$ cat config.mk
export PLATFORM = sky130hd
export DESIGN_NAME = serial_pkt_xcvr
export DESIGN_NICKNAME = d
export VERILOG_FILES = /design/src/rtl/pkt_pkg.sv /design/src/rtl/pkt_rx.sv /design/src/rtl/pkt_tx.sv /design/src/rtl/serial_pkt_xcvr.sv
export SDC_FILE = /design/constraint.sdc
export NUM_CORES = 1
export LEC_CHECK = 0
export ABC_CLOCK_PERIOD_IN_PS = 1700
export BUFFER_PORTS_ARGS = -buffer_cell sky130_fd_sc_hd__buf_2
export CAP_MARGIN = 5
export CORE_MARGIN = 2
export CORE_UTILIZATION = 50
export DETAILED_ROUTE_END_ITERATION = 8
export PLACE_DENSITY = 0.77
export SYNTH_ARGS = -nofsm -noshare
export SYNTH_HDL_FRONTEND = slang
export SYNTH_SLANG_ARGS = --single-unit
$ cat constraint.sdc
create_clock -name clk -period 1.7 [get_ports clk]
set_clock_uncertainty 0.15 [all_clocks]
set_input_delay 0.34 -clock clk [delete_from_list [all_inputs] [get_ports clk]]
set_output_delay 0.34 -clock clk [all_outputs]
set_load 0.02 [all_outputs]
$ cat src/rtl/pkt_pkg.sv
package pkt_pkg;
    // default payload width of one packet
    localparam int PKT_W = 16;
    // level of a released open-drain line
    localparam logic LINE_IDLE = 1'b1;
endpackage

$ cat src/rtl/pkt_rx.sv
module pkt_rx #(
    parameter int DATA_W = pkt_pkg::PKT_W
) (
    input  logic              clk,
    input  logic              rst_n,
    input  logic              shift_en,
    input  logic              din,
    output logic [DATA_W-1:0] word,
    output logic              parity_err,
    output logic              valid
);
    localparam int FRAME_W = DATA_W + 1;
    localparam int CW      = $clog2(DATA_W + 1);
    localparam logic [CW-1:0] LAST = CW'(DATA_W);

    typedef struct packed {
        logic [DATA_W-1:0]  sh;
        logic [CW-1:0]      cnt;
        logic               par;
        logic               pend;
        logic [FRAME_W-1:0] hold;
        logic               perr;
        logic               valid;
    } rx_st_t;

    rx_st_t rx_d, rx_q;

    always_comb begin
        rx_d       = rx_q;
        rx_d.valid = 1'b0;
        // capture stage: one edge after the parity bit was sampled
        if (rx_q.pend) begin
            rx_d.hold  = {rx_q.sh, rx_q.par};
            rx_d.perr  = ~^{rx_q.sh, rx_q.par};
            rx_d.valid = 1'b1;
            rx_d.pend  = 1'b0;
        end
        if (shift_en) begin
            if (rx_q.cnt == LAST) begin
                rx_d.par  = din;
                rx_d.pend = 1'b1;
                rx_d.cnt  = '0;
            end else begin
                rx_d.sh  = {rx_q.sh[DATA_W-2:0], din};
                rx_d.cnt = rx_q.cnt + CW'(1);
            end
        end
    end

    always_ff @(posedge clk) begin
        if (!rst_n) rx_q <= '0;
        else        rx_q <= rx_d;
    end

    assign word       = rx_q.hold[FRAME_W-1:1];
    assign parity_err = rx_q.perr;
    assign valid      = rx_q.valid;

    assert_valid_single_R8: assert property (@(posedge clk) disable iff (!rst_n)
        rx_q.valid |=> !rx_q.valid);
    assert_hold_steady_R10: assert property (@(posedge clk) disable iff (!rst_n)
        !$stable(rx_q.hold) |-> rx_q.valid);
    assert_no_sample_R4: assert property (@(posedge clk) disable iff (!rst_n)
        !shift_en |=> $stable(rx_q.sh) && $stable(rx_q.cnt));
endmodule

$ cat src/rtl/pkt_tx.sv
module pkt_tx #(
    parameter int DATA_W = pkt_pkg::PKT_W
) (
    input  logic              clk,
    input  logic              rst_n,
    input  logic              shift_en,
    input  logic              load,
    input  logic [DATA_W-1:0] data,
    input  logic              sense,
    output logic              drive,
    output logic              busy,
    output logic              done,
    output logic              collision
);
    localparam int FRAME_W = DATA_W + 1;
    localparam int CW      = $clog2(DATA_W + 1);
    localparam logic [CW-1:0] LAST = CW'(DATA_W);

    typedef struct packed {
        logic [DATA_W-1:0]  sh;
        logic [CW-1:0]      cnt;
        logic [FRAME_W-1:0] hold;
        logic               busy;
        logic               coll;
        logic               done;
    } tx_st_t;

    tx_st_t tx_d, tx_q;
    logic   bit_out;

    // parity bit sits in hold[0] and is sent after the last data bit
    assign bit_out = (tx_q.cnt == LAST) ? tx_q.hold[0] : tx_q.sh[DATA_W-1];
    assign drive   = tx_q.busy ? bit_out : pkt_pkg::LINE_IDLE;

    always_comb begin
        tx_d      = tx_q;
        tx_d.done = 1'b0;
        if (!tx_q.busy) begin
            if (load) begin
                tx_d.sh   = data;
                tx_d.hold = {data, ~^data};
                tx_d.cnt  = '0;
                tx_d.busy = 1'b1;
                tx_d.coll = 1'b0;
            end
        end else if (shift_en) begin
            if (sense != drive) begin
                tx_d.busy = 1'b0;
                tx_d.coll = 1'b1;
                tx_d.cnt  = '0;
            end else if (tx_q.cnt == LAST) begin
                tx_d.busy = 1'b0;
                tx_d.done = 1'b1;
                tx_d.cnt  = '0;
            end else begin
                tx_d.sh  = {tx_q.sh[DATA_W-2:0], 1'b0};
                tx_d.cnt = tx_q.cnt + CW'(1);
            end
        end
    end

    always_ff @(posedge clk) begin
        if (!rst_n) tx_q <= '0;
        else        tx_q <= tx_d;
    end

    assign busy      = tx_q.busy;
    assign done      = tx_q.done;
    assign collision = tx_q.coll;

    assert_done_single_R5: assert property (@(posedge clk) disable iff (!rst_n)
        tx_q.done |=> !tx_q.done);
    assert_frame_odd_R3: assert property (@(posedge clk) disable iff (!rst_n)
        $rose(tx_q.busy) |-> (^tx_q.hold) == 1'b1);
    assert_stall_hold_R4: assert property (@(posedge clk) disable iff (!rst_n)
        tx_q.busy && !shift_en |=> $stable(tx_q.cnt) && $stable(tx_q.sh) && tx_q.busy);
    assert_load_ignored_R6: assert property (@(posedge clk) disable iff (!rst_n)
        tx_q.busy && load && !shift_en |=> $stable(tx_q.hold));
    assert_coll_stops_R7: assert property (@(posedge clk) disable iff (!rst_n)
        $rose(tx_q.coll) |-> !tx_q.busy && !tx_q.done);
endmodule

$ cat src/rtl/serial_pkt_xcvr.sv
module serial_pkt_xcvr #(
    parameter int DATA_W = pkt_pkg::PKT_W
) (
    input  logic              clk,
    input  logic              rst_n,
    input  logic              shift_en,
    input  logic              rx_din,
    output logic [DATA_W-1:0] rx_word,
    output logic              rx_parity_err,
    output logic              rx_valid,
    input  logic              tx_load,
    input  logic [DATA_W-1:0] tx_data,
    output logic              tx_drive,
    input  logic              tx_sense,
    output logic              tx_busy,
    output logic              tx_done,
    output logic              tx_collision
);
    pkt_rx #(.DATA_W(DATA_W)) u_rx (
        .clk        (clk),
        .rst_n      (rst_n),
        .shift_en   (shift_en),
        .din        (rx_din),
        .word       (rx_word),
        .parity_err (rx_parity_err),
        .valid      (rx_valid)
    );

    pkt_tx #(.DATA_W(DATA_W)) u_tx (
        .clk        (clk),
        .rst_n      (rst_n),
        .shift_en   (shift_en),
        .load       (tx_load),
        .data       (tx_data),
        .sense      (tx_sense),
        .drive      (tx_drive),
        .busy       (tx_busy),
        .done       (tx_done),
        .collision  (tx_collision)
    );
endmodule

==> metrics.cfg <==
[job]
maxCapViolations=0

[timing]
fmax_mhz=475
post-route-min-period_ns=2.10
rsz0062_at_grt=true
min_period_over_period=1.24
finalSetupViolCount=23
postLayoutSetupSlackWorst_ns=-0.403
slew_viol_final=0
worstMarginPinSlew_ns=0.432
slew_headroom=0.711
finalHoldViolCount=0

[finish]
area_growth_pct=29.1
instances_no_fill=465
drive_gt1_frac=0.359
register_area_sq_um=1330
final_common_cell=dfxtp_1
antennaDiodeCount=0
multi_input_area_sq_um=1750
nFillCells=477
fin_area_sq_um=3910
final_cell_mix=dfxtp_1, nor2_1, buf_2
fin_nets=411

[clock_tree]
clk_pin_slew_ns=0.07
clkSinkCount=66
numCtsBuffers=9
clk_latency_ns=0.34
tritoncts=built
root_buffer=clkbuf_8
cts_hold_buffers=0
cts-htree-levels=3
cts_buffer_depth=2

[drt]
avgViaCountPerCell=5.15
first_pass_iters=4
drt_iter0_drc=100
wl_per_cell_microns=13.8
wirelength_microns=6430
postRouteAntennaNets=0
vias=2394
route.detailed.drc=0

[global_routing]
grt_max_degree=37
grt_pass1_wl_microns=9960
grt_pass1_vias=2183
antenna_found_initial=0
grt_overflow=0
grtUsageTotal=0.195

[synth]
syn_inst=335
synth-edff-count=0
synth-seq-cells=66
synth.avg_cell_area_sq_um=9.03
synth_top_cell_by_area=dfxtp_1
ys_types=26
synth_nets=361
ys.flop_type=dfxtp_1
synth_warnings=0
synth_top_area_frac=0.437
synthArstFlopShare=0
syn_area_sq_um=3030
yosys-top-cells-area=dfxtp_1, mux2i_1, xnor2_1, nor2_1, buf_4
yosysSeqAreaShare=0.437

[power_and_ir_drop]
peakVddDrop_mv=0.566
swShare=0.269
p_comb_frac=0.165
power_density_nw_per_um2=912
power_switching_mw=0.957
clkPwrFrac=0.373
power.leakage_nw=1.58
finalPower_mw=3.56
internal_power_mw=2.61
seq_power_share=0.463

[setup_path]
arrival_ns=1.61
cp-startpoint=u_tx.tx_q[21]$_SDFFE_PN0P_
critPathKind=reg2out
cp.required_ns=1.21
worstReg2RegStart=u_tx.tx_q[21]$_SDFFE_PN0P_
r2r_cells=12
worstPathMaxFanout=2
end_kind=output pin
startpoint_type=flop

[worst_hold_path]
hold_start=rx_din
hold_path.class=in2reg
min_path_cells=3

[placement]
dpl.hpwl_microns=3780
port_buffers=43
placedCellCount=438
globalplace.congestion=0.792
dpl-instance-area_sq_um=3280

[floorplan]
core_area_sq_um=5890
die_w_microns=81.8
die_h_microns=81.8
start_util=0.514
pin_count=44
num_rows=28
die_area_sq_um=6690

[status]
status=finished, violations left
violations=negative setup slack

==> registers in the layout (all words and copies together), names as in the netlist <==
register and cells:
u_rx.rx_q 23, u_rx.parity_err 1, u_tx.done 1, u_tx.collision 1, u_rx.valid 1, u_rx.word 16
u_tx.busy 1, u_tx.tx_q 22
==> per-stage QoR <==
step	setup WS [ns]	utilization	hold WS, ns	TNS [ns]
detailed placement	-0.147	0.558	0.307	-0.731
floorplan	-0.0125	-	0.282	-0.0125
finish	-0.403	0.664	0.105	-3.74
global placement	-0.0746	0.558	0.309	-0.105
global route	-0.463	0.664	0.126	-5.46
CTS	-0.427	0.638	0.102	-2.88
==> routing by layer <==
layer	track usage	up-vias	share of wire
met1	0.255	1145	0.46
met3	0.0495	4	0.050
met5	0	-	0
met4	0.0883	0	0.0086
li1	-	1196	-
met2	0.302	49	0.48
==> Yosys cell counts (2+ instances only) <==
| cell | number |
|---|---|
| clkbuf_1 | 6 |
| or3_1 | 2 |
| buf_1 | 2 |
| nand2b_1 | 2 |
| dfxtp_1 | 66 |
| nand3_1 | 4 |
| xor2_1 | 8 |
| inv_1 | 5 |
| nand2_1 | 40 |
| buf_4 | 20 |
| nor2_1 | 62 |
| ha_1 | 4 |
| mux2i_1 | 35 |
| a21oi_1 | 7 |
| o21ai_0 | 6 |
| and2_1 | 4 |
| xnor2_1 | 29 |
| a311oi_1 | 15 |
| nor2b_1 | 3 |
| nand4_1 | 3 |
| buf_2 | 6 |
| a22oi_1 | 2 |
==> worst max-delay path, stage by stage (launching register included) <==
cell     delay (ns)
dfxtp_2        0.32
inv_2          0.07
ha_4           0.15
nand2_4        0.05
nor3_4         0.17
mux2i_2        0.28
nand2_2        0.10
buf_6          0.14
==> worst paths after layout <==
path / end / slack, ns
max: tx_drive / -0.40
min: u_rx.rx_q[20]$_SDFFE_PN0P_ / 0.10
max reg2reg: u_tx.done$_SDFF_PP0_ / -0.38
min reg2reg: u_rx.word[7]$_SDFFE_PN0P_ / 0.34
==> layout make-up <==
| cell class | count | share of cell area |
|---|---|---|
| flip-flops and latches | 66 | 0.339 |
| inverters | 5 | 0.00480 |
| clock buffers | 10 | 0.0352 |
| clock inverters | 6 | 0.0170 |
| repair buffers | 73 | 0.133 |
| well taps | 75 | 0.0240 |
| multi-input cells | 230 | 0.447 |
==> power by group through the flow <==
stage	logic, mW	registers [mW]	clock network (mW)
final	0.588	1.65	1.33
after global routing	0.632	1.65	1.42
after CTS	0.518	1.64	1.34
after detailed placement	0.400	1.67	0
after global placement	0.393	1.66	0
after floorplan	0.283	1.66	0
==> timing repair <==
action	in CTS	in global routing
endpoints found under the hold margin	0	0
gates cloned	2	1
resized for setup	37	39
buffers inserted	7	3
pin swaps	8	19
setup endpoints to repair	19	25
==> logic make-up after synthesis <==
group                      count (synthesis)  share of synthesized area
muxes                                     36                      0.119
AOI/OAI and AO/OA                         30                     0.0699
adders and majority gates                  4                     0.0165
buffers and inverters                     39                     0.0757
and+or+nand+nor                          123                      0.175
DFF                                       66                      0.437
xor gates and xnor gates                  37                      0.107
(Power assumes the default switching activity.)
